<file path="src/rtl/irq_disp_pkg.sv">
package irq_disp_pkg;

    localparam int NSRC   = 7;
    localparam int IDX_W  = $clog2(NSRC);
    localparam int VEC_W  = 8;
    localparam int CODE_W = 4;

    typedef enum logic [IDX_W-1:0] {
        SRC_POLL = 3'd0,
        SRC_SIPI = 3'd1,
        SRC_SMM  = 3'd2,
        SRC_NMI  = 3'd3,
        SRC_MCE  = 3'd4,
        SRC_HARD = 3'd5,
        SRC_VIRT = 3'd6
    } src_e;

    localparam logic [VEC_W-1:0]  NMI_VECTOR = VEC_W'(2);
    localparam logic [VEC_W-1:0]  MCE_VECTOR = VEC_W'(18);
    localparam logic [CODE_W-1:0] EXIT_SMM   = CODE_W'(1);
    localparam logic [CODE_W-1:0] EXIT_NMI   = CODE_W'(2);
    localparam logic [CODE_W-1:0] EXIT_HARD  = CODE_W'(3);
    localparam logic [CODE_W-1:0] EXIT_VIRT  = CODE_W'(4);

    typedef struct packed {
        logic              taken;
        logic              vec_valid;
        logic [VEC_W-1:0]  vector;
        logic              is_hw;
        logic              icpt;
        logic [CODE_W-1:0] icpt_code;
        logic              poll;
        logic              sipi;
        logic              smm;
        logic              hw_ack;
        logic [NSRC-1:0]   clr;
        logic              nmi_set;
        logic              vctl_clr;
    } action_t;

    function automatic action_t decode_action(
        input logic             found,
        input src_e             src,
        input logic [VEC_W-1:0] hw_vec,
        input logic [VEC_W-1:0] virt_vec
    );
        action_t a;
        a       = '0;
        a.taken = found;
        if (found) begin
            a.clr[int'(src)] = 1'b1;
            case (src)
                SRC_POLL: a.poll = 1'b1;
                SRC_SIPI: a.sipi = 1'b1;
                SRC_SMM: begin
                    a.icpt      = 1'b1;
                    a.icpt_code = EXIT_SMM;
                    a.smm       = 1'b1;
                end
                SRC_NMI: begin
                    a.icpt      = 1'b1;
                    a.icpt_code = EXIT_NMI;
                    a.nmi_set   = 1'b1;
                    a.vec_valid = 1'b1;
                    a.vector    = NMI_VECTOR;
                    a.is_hw     = 1'b1;
                end
                SRC_MCE: begin
                    a.vec_valid = 1'b1;
                    a.vector    = MCE_VECTOR;
                end
                SRC_HARD: begin
                    a.icpt      = 1'b1;
                    a.icpt_code = EXIT_HARD;
                    a.hw_ack    = 1'b1;
                    a.vec_valid = 1'b1;
                    a.vector    = hw_vec;
                    a.is_hw     = 1'b1;
                    a.clr[int'(SRC_VIRT)] = 1'b1;
                end
                SRC_VIRT: begin
                    a.icpt      = 1'b1;
                    a.icpt_code = EXIT_VIRT;
                    a.vec_valid = 1'b1;
                    a.vector    = virt_vec;
                    a.is_hw     = 1'b1;
                    a.vctl_clr  = 1'b1;
                end
                default: a = '0;
            endcase
        end
        return a;
    endfunction

endpackage

</file>
<file path="src/rtl/irq_disp_arbiter.sv">
module irq_disp_arbiter #(
    parameter int N     = 7,
    localparam int IW   = $clog2(N)
) (
    input  logic [N-1:0]  req,
    output logic          found,
    output logic [IW-1:0] idx,
    output logic [N-1:0]  grant
);
    logic [N:0] seen;

    assign seen[0] = 1'b0;

    generate
        for (genvar g = 0; g < N; g++) begin : g_chain
            assign grant[g]  = req[g] & ~seen[g];
            assign seen[g+1] = seen[g] | req[g];
        end
    endgenerate

    assign found = seen[N];

    always_comb begin
        idx = '0;
        for (int i = 0; i < N; i++) begin
            if (grant[i]) idx = IW'(i);
        end
    end
endmodule

</file>
<file path="src/rtl/irq_disp_decode.sv">
module irq_disp_decode
    import irq_disp_pkg::*;
(
    input  logic             found,
    input  logic [IDX_W-1:0] idx,
    input  logic [VEC_W-1:0] hw_vec,
    input  logic [VEC_W-1:0] virt_vec,
    output action_t          act
);
    always_comb begin
        act = decode_action(found, src_e'(idx), hw_vec, virt_vec);
    end
endmodule

</file>
<file path="src/rtl/irq_disp_state.sv">
module irq_disp_state #(
    parameter int N = 7
) (
    input  logic         clk,
    input  logic         rst,
    input  logic [N-1:0] set,
    input  logic [N-1:0] clr,
    input  logic         nmi_set,
    input  logic         nmi_clr,
    input  logic         vctl_set,
    input  logic         vctl_clr,
    output logic [N-1:0] pend,
    output logic         nmi_blk,
    output logic         vctl
);
    always_ff @(posedge clk) begin
        if (rst) begin
            pend    <= '0;
            nmi_blk <= 1'b0;
            vctl    <= 1'b0;
        end else begin
            pend <= (pend & ~clr) | set;
            if (nmi_clr)      nmi_blk <= 1'b0;
            else if (nmi_set) nmi_blk <= 1'b1;
            if (vctl_set)      vctl <= 1'b1;
            else if (vctl_clr) vctl <= 1'b0;
        end
    end

    assert_reset_clears_R1: assert property (@(posedge clk)
        rst |=> (pend == '0) && !nmi_blk && !vctl);

    assert_nmi_sticky_R8: assert property (@(posedge clk) disable iff (rst)
        nmi_blk && !nmi_clr |=> nmi_blk);

    assert_vctl_cleared_R11: assert property (@(posedge clk) disable iff (rst)
        vctl_clr && !vctl_set |=> !vctl);

    assert_set_wins_R2: assert property (@(posedge clk) disable iff (rst)
        (set != '0) |=> ((pend & $past(set)) == $past(set)));
endmodule

</file>
<file path="src/rtl/irq_dispatch_unit.sv">
module irq_dispatch_unit
    import irq_disp_pkg::*;
(
    input  logic              clk,
    input  logic              rst,
    input  logic [NSRC-1:0]   req_set,
    input  logic              dispatch,
    input  logic              nmi_unblock,
    input  logic              vctl_set,
    input  logic [VEC_W-1:0]  hw_vector,
    input  logic [VEC_W-1:0]  virt_vector,
    output logic              hw_ack,
    output logic              done,
    output logic              taken,
    output logic              vec_valid,
    output logic [VEC_W-1:0]  vector,
    output logic              is_hw,
    output logic              icpt_stb,
    output logic [CODE_W-1:0] icpt_code,
    output logic              poll_stb,
    output logic              sipi_stb,
    output logic              smm_stb,
    output logic [NSRC-1:0]   pending,
    output logic              nmi_blocked,
    output logic              vctl_irq
);
    logic             found;
    logic [IDX_W-1:0] idx;
    logic [NSRC-1:0]  grant;
    action_t          act;
    action_t          live;
    action_t          res_q;
    logic             done_q;

    irq_disp_arbiter #(.N(NSRC)) u_arb (
        .req   (pending),
        .found (found),
        .idx   (idx),
        .grant (grant)
    );

    irq_disp_decode u_dec (
        .found    (found),
        .idx      (idx),
        .hw_vec   (hw_vector),
        .virt_vec (virt_vector),
        .act      (act)
    );

    assign live = dispatch ? act : '0;

    irq_disp_state #(.N(NSRC)) u_state (
        .clk      (clk),
        .rst      (rst),
        .set      (req_set),
        .clr      (live.clr),
        .nmi_set  (live.nmi_set),
        .nmi_clr  (nmi_unblock),
        .vctl_set (vctl_set),
        .vctl_clr (live.vctl_clr),
        .pend     (pending),
        .nmi_blk  (nmi_blocked),
        .vctl     (vctl_irq)
    );

    assign hw_ack = live.hw_ack;

    always_ff @(posedge clk) begin
        if (rst) begin
            res_q  <= '0;
            done_q <= 1'b0;
        end else begin
            res_q  <= live;
            done_q <= dispatch;
        end
    end

    assign done      = done_q;
    assign taken     = res_q.taken;
    assign vec_valid = res_q.vec_valid;
    assign vector    = res_q.vector;
    assign is_hw     = res_q.is_hw;
    assign icpt_stb  = res_q.icpt;
    assign icpt_code = res_q.icpt_code;
    assign poll_stb  = res_q.poll;
    assign sipi_stb  = res_q.sipi;
    assign smm_stb   = res_q.smm;

    assert_idle_not_taken_R4: assert property (@(posedge clk) disable iff (rst)
        dispatch && (pending == '0) && (req_set == '0) && !nmi_unblock && !vctl_set
        |=> done && !taken && (pending == '0) && $stable(nmi_blocked) && $stable(vctl_irq));

    assert_quiet_without_dispatch_R12: assert property (@(posedge clk) disable iff (rst)
        !dispatch |=> !done && !taken && !vec_valid && !icpt_stb
                      && !poll_stb && !sipi_stb && !smm_stb);

    assert_hw_delivery_R10: assert property (@(posedge clk) disable iff (rst)
        hw_ack |=> vec_valid && is_hw && icpt_stb && (icpt_code == EXIT_HARD)
                   && (vector == $past(hw_vector)));

    assert_single_action_R3: assert property (@(posedge clk) disable iff (rst)
        done && taken |-> $countones({poll_stb, sipi_stb, smm_stb, vec_valid}) == 1);

    assert_taken_when_pending_R3: assert property (@(posedge clk) disable iff (rst)
        dispatch && (pending != '0) |=> done && taken);
endmodule

</file>
<file path="config.mk">
export PLATFORM = sky130hd
export DESIGN_NAME = irq_dispatch_unit
export DESIGN_NICKNAME = d
export VERILOG_FILES = /design/src/rtl/irq_disp_pkg.sv /design/src/rtl/irq_disp_arbiter.sv /design/src/rtl/irq_disp_decode.sv /design/src/rtl/irq_disp_state.sv /design/src/rtl/irq_dispatch_unit.sv
export SDC_FILE = /design/constraint.sdc
export NUM_CORES = 1
export LEC_CHECK = 0
export BUFFER_PORTS_ARGS = -buffer_cell sky130_fd_sc_hd__buf_2
export CAP_MARGIN = 20
export CORE_UTILIZATION = 46
export DETAILED_ROUTE_END_ITERATION = 8
export GPL_TIMING_DRIVEN = 1
export PLACE_DENSITY_LB_ADDON = 0.12
export SLEW_MARGIN = 20
export SYNTH_ARGS = -nofsm -noshare
export SYNTH_HDL_FRONTEND = slang
export SYNTH_SLANG_ARGS = --single-unit
</file>
<file path="constraint.sdc">
create_clock -name clk -period 2.85 [get_ports clk]
set_input_delay 0.285 -clock clk [delete_from_list [all_inputs] [get_ports clk]]
set_output_delay 0.285 -clock clk [all_outputs]
set_load 0.1 [all_outputs]
</file>
Yosys cells after proc, flatten, opt, wreduce, memory -nomap -nowiden
Index checks and enable logic that the tools add are counted.

Bits in registers: 29. Bits in latches: 0. RAM bits: 0. Memory bits (read-only): 0. Input port bits: 28. Output and inout bits: 30. Memories kept: 0.

$add $sub $neg: 0. Multipliers: 0. Div/mod/pow operators: 0. Magnitude comparators: 2. Equal/unequal tests: 6. Shifts and indexed selects: 0. Mux-type cells: 23. Bitwise gates (word level): 23. Reductions and logical operators: 8.

Operators by type and width (count): 9-bit one-hot mux with 4 select lines (1); 10-bit 2-to-1 mux (2); 5-bit one-hot mux with 4 select lines (1); 3-bit 2-to-1 mux (5); 1-bit 2-to-1 mux (11); 3-bit equality test, second input constant (3); 1-bit inverter (8); 7-bit bitwise AND (1); 7-bit inverter (1); 7-bit OR (1); 7-bit OR reduction (1); 1-bit bitwise AND (6); 3-bit by 2-bit equality test with 1-bit output, second input constant (2); 6-bit 2-to-1 mux (1); 1-bit OR (6); 3-bit OR reduction (2); 6-bit OR reduction (1); 3-bit by 4-bit less-than comparator with 1-bit output, second input constant (1); 2-bit one-hot mux with 2 select lines (1); 1-bit demux with 3-bit select (1); 3-bit by 1-bit equality test with 1-bit output, second input constant (1); 3-bit by 1-bit greater-or-equal comparator with 1-bit output, second input constant (1); 3-bit logical NOT (1); 2-bit nonzero test (1); other kinds (2) (2).

Longest topological paths before layout
Gate-level depths: netlist of run 1.

Depth after elaboration: 18. Depth in mapped cells: 5.

Hierarchy
Synthesis of run 1 repeated with hierarchy kept, for this count alone.

Cells, all modules: 173. Area, all modules: 1501.4 µm².

By module, submodules not included: irq_dispatch_unit (times used 1, cells an instance 55, area an instance 678.2 µm²); irq_disp_decode (times used 1, cells an instance 62, area an instance 370.4 µm²); irq_disp_state (times used 1, cells an instance 36, area an instance 331.6 µm²); irq_disp_arbiter (times used 1, cells an instance 20, area an instance 121.4 µm²).

Worst setup path after synthesis of run 1
Ideal clock, no wire load.

Path kind: flip-flop to output port. From: register u_state.pend[5]. To: output port hw_ack. Arrival time: 2.659 ns. Required time: 2.565 ns. Setup slack: -0.094 ns. Cell stages (with the launch flop): 4. Path buffers: 1. Cell sequence: dfxtp_1 -> clkbuf_2 -> nor3b_1 -> and2_1.

Longest elaborated chain between the ends: 9.

RTL lines: from (decl) (line irq_disp_state.sv:12) `output logic [N-1:0] pend,`; from (signal assigned) (line irq_disp_state.sv:22) `pend <= (pend & ~clr) | set;`; 1-bit OR (line irq_disp_arbiter.sv:17) `assign seen[g+1] = seen[g] | req[g];`; 1-bit inverter (line irq_disp_arbiter.sv:16) `assign grant[g] = req[g] & ~seen[g];`; 1-bit bitwise AND (line irq_disp_arbiter.sv:16); 3-bit 2-to-1 mux (line irq_disp_arbiter.sv:26) `if (grant[i]) idx = IW'(i);`; 3-bit by 1-bit equality test with 1-bit output (tied with other cells) (line irq_disp_pkg.sv:52) `case (src)`; 6-bit OR reduction (no line); 2-bit one-hot mux with 2 select lines (line irq_disp_pkg.sv:52); 10-bit 2-to-1 mux (*) (line irq_disp_pkg.sv:50) `if (found) begin`; 10-bit 2-to-1 mux (*) (line irq_dispatch_unit.sv:50) `assign live = dispatch ? act : '0;`; to (decl) (line irq_dispatch_unit.sv:12) `output logic hw_ack,`.

Every way passes the cells marked *; elsewhere a longest branch is shown, timed or not.

Final worst setup path of run 1
From: register u_state.pend[0]. To: output port hw_ack.

Longest elaborated chain between the ends: 13.

RTL lines (line): 1-bit inverter / 1-bit OR (equally long branches) (irq_disp_arbiter.sv:16, irq_disp_arbiter.sv:17); 1-bit bitwise AND (tied with other cells) (irq_disp_arbiter.sv:16); 1-bit 2-to-1 mux (tied with other cells) (irq_disp_arbiter.sv:26); 3-bit 2-to-1 mux (tied with other cells) (3 in series) (irq_disp_arbiter.sv:26); 3-bit 2-to-1 mux / 1-bit bitwise AND (equally long branches) (irq_disp_arbiter.sv:26, irq_disp_arbiter.sv:16); 3-bit 2-to-1 mux (irq_disp_arbiter.sv:26); 3-bit by 1-bit equality test with 1-bit output (tied with other cells) (irq_disp_pkg.sv:52); 6-bit OR reduction (no line); 2-bit one-hot mux with 2 select lines (irq_disp_pkg.sv:52); 10-bit 2-to-1 mux (*) (irq_disp_pkg.sv:50); 10-bit 2-to-1 mux (*) (irq_dispatch_unit.sv:50).

Marked as above.

==> summary.md, run 1 <==
| Metric | Value |
|---|---|
| Status | `finished clean` |
| Commonest non-fill, non-tap cell in the layout | `buf_2` |
| FMAX | `0.4464 GHz` |
| DR WL/cell | `12.40 um` |
| Clock Latency Late Sink | `0.32 ns` |
| Critical-path cell with the highest stage delay | `nor4b_1` |
| Synthesized net count | `141` |
| Critical path cell sequence | `nor4b_1 > and2_2 > buf_2` |
| Total track usage | `0.2004` |
| Rows | `17` |
| Post-synthesis cell area | `1075 um2` |
| Die area | `2534 um2` |
| Sequential share of the synthesized area | `0.5215` |
| Ys Warns | `0` |
| Crit-path max FO | `12` |
| Min cycle time layout | `2.240 ns` |
| Tightest Hold Check Type | `input pin to flip-flop` |
| Seq cells post-synth | `28` |
| Drt pass-1 iters | `4` |
| Area Overhead vs Synth | `27.59%` |
| Floorplan core area | `2212 um2` |
| Vias in the first global route | `938` |
| Final setup fails | `0` |
| Die height | `50.34 um` |
| Critical path buffers and inverters | `1` |
| TritonCTS clock tree | `yes` |
| Netlist cell types | `34` |
| Grt total ovfl | `0` |
| CTS Sinks | `28` |
| Initial antenna violation count | `0` |
| Skew final | `0.007849 ns` |
| RSZ-0062 raised after global routing | `no` |
| Detailed Place HPWL | `1.845 mm` |
| EDFF count, synth | `0` |
| CP Class | `flip-flop to primary output` |
| First-pass GRT wire length | `3.850 mm` |
| Pwr Total | `0.7907 mW` |
| Total wire length | `2.405 mm` |
| Max stage delay on crit path | `0.55 ns` |
| Critical path endpoint category | `primary output` |
| Ant diodes | `0` |
| Period Utilization, post-route | `0.7860` |
| Cts bufs inserted | `3` |
| Most frequent cells in the layout | `buf_2 (56), dfxtp_1 (28), a21oi_1 (15)` |
| Vias | `996` |
| Clock slew at reported path FFs | `0.14 ns` |
| Starting Density | `0.4859` |
| Max-slew violation count | `0` |
| CP top delay family | `simple AND/OR/NAND/NOR gates` |
| Initial DRC count | `17` |
| Vias per cell | `5.134` |
| Clock root cell | `clkbuf_4` |
| Final ANT Viol Nets | `0` |
| Fin Setup TNS | `0 ns` |
| Hold Buf Count CTS | `0` |
| Leak pwr | `0.6725 nW` |
| Worst endpoint required time | `2.57 ns` |
| Share of cells above drive strength 1 | `0.4096` |
| Power Dens Cells | `576.6 nW/um2` |
| Pin count of the biggest net entering global routing | `16` |
| Mapped Cells | `113` |
| FFs w/ async S/R, synth | `0` |
| DRC violations left | `0` |
| Max reg flops | `8` |
| Post-cts gate resize count | `0` |
| Slew HR | `0.4420` |
| Ys flop type | `dfxtp_1` |
| Max IR drop VDD | `0.0004219 V` |
| Final Hold Fails | `0` |
| Worst Setup Start Kind | `flip-flop` |
| IO Pins | `58` |
| Final net count | `196` |
| Critical Path AT | `1.96 ns` |
| Worst Max-Slew Pin Slew | `0.8348 ns` |
| Syn Area/Cell | `9.511 um2` |
| Maxcap violations | `0` |
| Port Buf Inserts | `56` |
| GPL Wtd Cong | `0.7055` |
| Maximum clock insertion buffer count | `2` |
| Setup bufs post-CTS | `0` |
| Die span in x | `50.34 um` |
| Maximum level of the CTS H-tree | `1` |
per-stage QoR:
stage	hold slack [ns]	std cells	utilization	instance area [um2]	setup slack (ns)
after global placement	0.4473	191	0.6097	1349	1.033
after global routing	0.08367	194	0.6199	1371	0.5071
after CTS	0.09346	194	0.6199	1371	0.6008
after floorplan	0.3571	113	-	1076	0.1680
after detailed placement	0.4570	191	0.6097	1349	1.002
final	0.1020	194	0.6199	1371	0.6099
Yosys cell counts, types with 2 or more instances:
cell type	n	area [um2]
dfxtp_1	28	560.5
a21oi_1	15	75.07
nand3_1	12	60.06
nor2_1	10	37.54
inv_1	6	22.52
buf_6	3	33.78
clkbuf_1	3	11.26
nor3_1	3	15.01
o21ai_0	3	15.01
and2_1	2	12.51
nor3b_1	2	15.01
nor4_1	2	12.51
or3_1	2	12.51
or3b_2	2	17.52
area by class of cell:
cell class	count	area, um2
Tap cell	28	35.03
Inverter	6	22.52
Fill cell	221	840.8
Clock buffer	3	22.52
Multi-Input combinational cell	71	435.4
Timing Repair Buffer	58	295.3
Sequential cell	28	560.5
report_power, final:
group	switching, mW	leakage, nW	total, mW	internal [mW]
logic	0.163	0.429	0.209	0.0468
clock network	0.105	0.0138	0.154	0.0496
registers	0.0204	0.229	0.427	0.407
path summary, 6_finish.rpt:
kind | start | endpoint | slack, ns | cells after the start
setup / recovery | u_state.pend[0]$_SDFF_PP0_ | hw_ack | 0.61 | 3
hold reg to reg | u_state.vctl$_SDFFE_PP0P_ | u_state.vctl$_SDFFE_PP0P_ | 0.52 | 2
setup reg to reg | u_state.pend[0]$_SDFF_PP0_ | vector[4]$_SDFF_PP0_ | 1.05 | 3
hold / removal | nmi_unblock | u_state.nmi_blk$_SDFFE_PP0P_ | 0.10 | 2
logic make-up after synthesis:
logic type             count (synthesis)  synth area share
other                                  1          0.003489
DFF                                   28            0.5215
and+or+nand+nor                       44            0.2433
buffers and inverters                 14           0.07450
AOI/OAI and AO/OA                     26            0.1572
per-layer routing:
metal | up-vias | track usage | part of all wire
met5 | - | 0 | 0
met4 | 0 | 0.09722 | 0.015
met3 | 4 | 0.02121 | 0.074
met2 | 42 | 0.3689 | 0.50
met1 | 448 | 0.2268 | 0.41
li1 | 502 | - | -
No activity file was read; power rests on OpenSTA's default activity.
==> run 2, diff against run 1 <==
--- a/config.mk
+++ b/config.mk
@@ -7,7 +7,7 @@
 export LEC_CHECK = 0
 export BUFFER_PORTS_ARGS = -buffer_cell sky130_fd_sc_hd__buf_2
 export CAP_MARGIN = 20
-export CORE_UTILIZATION = 46
+export CORE_UTILIZATION = 43
 export DETAILED_ROUTE_END_ITERATION = 8
 export GPL_TIMING_DRIVEN = 1
 export PLACE_DENSITY_LB_ADDON = 0.12
==> constraint.sdc (replaced) <==
create_clock -name clk -period 2.3 [get_ports clk]
set_input_delay 0.23 -clock clk [delete_from_list [all_inputs] [get_ports clk]]
set_output_delay 0.23 -clock clk [all_outputs]
set_load 0.1 [all_outputs]
==> run 2 against run 1 <==
Net effect: global-route usage down 1.6 points; combinational power grew 26%; critical path depth stayed put; clock-buffer cell count rose by 1; register-to-register slack worse by 0.55 ns; power rose by 30%; critical endpoint unchanged; largest power group unchanged.
==> summary.md, run 2 (same netlist as run 1, synthesis figures left out) <==
| Metric | Value |
|---|---|
| Status | `finished clean` |
| Switching Share | `0.3564` |
| DRC violations left | `0` |
| Ant diodes | `0` |
| Final net count | `198` |
| Internal power | `0.6633 mW` |
| Final Hold Fails | `0` |
| Port Buf Inserts | `56` |
| Post-cts gate resize count | `0` |
| Final hold slack | `0.03445 ns` |
| Maximum clock insertion buffer count | `2` |
| CTS Sinks | `28` |
| CP Class | `flip-flop to primary output` |
| Pin count of the biggest net entering global routing | `16` |
| First-pass GRT wire length | `3.615 mm` |
| Most frequent cells in the layout | `buf_2 (55), dfxtp_1 (27), a21oi_1 (15)` |
| Maximum level of the CTS H-tree | `1` |
| FMAX | `0.5453 GHz` |
| Skew final | `0.009029 ns` |
| Hold Buf Count CTS | `0` |
| Area Overhead vs Synth | `31.90%` |
| Slew HR | `0.6577` |
| Clock share of power | `0.231` |
| Initial DRC count | `4` |
| Switching power | `0.3673 mW` |
| Combinational fraction of design power | `0.256` |
| Detailed Place HPWL | `1.731 mm` |
| Critical Path AT | `1.60 ns` |
| Setup bufs post-CTS | `0` |
| Clock Latency Late Sink | `0.33 ns` |
| Floorplan core area | `2276 um2` |
| Total track usage | `0.1848` |
| DR WL/cell | `12.00 um` |
| Max-slew violation count | `0` |
| Sequential Power Share | `0.513` |
| Final ANT Viol Nets | `0` |
| Grt total ovfl | `0` |
| Vias per cell | `4.990` |
| Rows | `17` |
| Share of cells above drive strength 1 | `0.4260` |
| Vias in the first global route | `828` |
| Die height | `52.00 um` |
| Die span in x | `52.00 um` |
| Worst endpoint required time | `2.07 ns` |
| Cts bufs inserted | `3` |
| Commonest non-fill, non-tap cell in the layout | `buf_2` |
| Leak pwr | `0.6938 nW` |
| Starting Density | `0.4722` |
| Power Dens Cells | `727.0 nW/um2` |
| Initial antenna violation count | `0` |
| Vias | `983` |
| TritonCTS clock tree | `yes` |
| Period Utilization, post-route | `0.7973` |
| Clock root cell | `clkbuf_4` |
| Die area | `2703 um2` |
| IO Pins | `58` |
| Tightest Hold Check Type | `input pin to flip-flop` |
| Critical path endpoint category | `primary output` |
| Drt pass-1 iters | `4` |
| Worst Setup Start Kind | `flip-flop` |
| Crit-path max FO | `12` |
| Max IR drop VDD | `0.0004697 V` |
| Final setup fails | `0` |
| Clock slew at reported path FFs | `0.15 ns` |
| Max reg flops | `8` |
| Maxcap violations | `0` |
| Worst Max-Slew Pin Slew | `0.5128 ns` |
| FILL cells | `204` |
| Total wire length | `2.364 mm` |
| Fin Setup TNS | `0 ns` |
| RSZ-0062 raised after global routing | `no` |
| GPL Wtd Cong | `0.7269` |
| Min cycle time layout | `1.834 ns` |
## run 2: cell types whose count changed in the layout (fill, tap and decap cells not counted), sizes merged
cell / previous run / this run
clkbuf: 3 / 4
buf: 58 / 60
## run 2: worst paths after layout
kind	startpoint	endpoint	slack [ns]	cells past startpoint
worst min-delay path	nmi_unblock	u_state.nmi_blk$_SDFFE_PP0P_	0.03	2
worst max-delay path	u_state.pend[0]$_SDFF_PP0_	hw_ack	0.47	3
worst min register to register	u_state.vctl$_SDFFE_PP0P_	u_state.vctl$_SDFFE_PP0P_	0.50	2
worst max register to register	u_state.pend[0]$_SDFF_PP0_	vector[4]$_SDFF_PP0_	0.50	3
## run 2: cell type report
class,instances,area [um2],share of cell area
Clock buffer,4,36.28,0.02560
Inverter,6,22.52,0.01589
Multi-Input combinational cell,71,436.7,0.3080
Sequential cell,28,561.8,0.3963
Tap cell,28,35.03,0.02471
Timing Repair Buffer,60,325.3,0.2295
## run 2: metal layers
metal / wire length, um / part of all wire / global-route usage / vias to the layer above
met1: 1058 / 0.45 / 0.2180 / 434
li1: - / - / - / 506
met5: 0 / 0 / 0 / -
met3: 140 / 0.059 / 0.02632 / 4
met2: 1130 / 0.48 / 0.3141 / 39
met4: 34 / 0.014 / 0.1081 / 0
## run 2: per-stage QoR
stage / cells / area, um2 / setup WS, ns / utilization / power, mW
final: 197 / 1418 / 0.4662 / 0.6229 / 1.031
after global routing: 197 / 1418 / 0.3839 / 0.6229 / 1.074
after CTS: 197 / 1418 / 0.4424 / 0.6229 / 1.043
after global placement: 193 / 1381 / 0.5702 / 0.6069 / 0.8019
after detailed placement: 193 / 1381 / 0.5340 / 0.6069 / 0.8043
after floorplan: 113 / 1079 / 0.06205 / - / 0.7481
## run 2: power by group through the flow
stage	combinational (mW)	clock (mW)	sequential, mW
floorplan	0.0829	0	0.665
global placement	0.264	0	0.538
detailed placement	0.265	0	0.539
CTS	0.266	0.249	0.528
global route	0.280	0.261	0.533
finish	0.264	0.238	0.529
## run 2: critical path, stage by stage (launching register included)
cell and delay [ns]:
dfxtp_1 0.43, nor4b_1 0.45, and2_4 0.24, buf_12 0.17
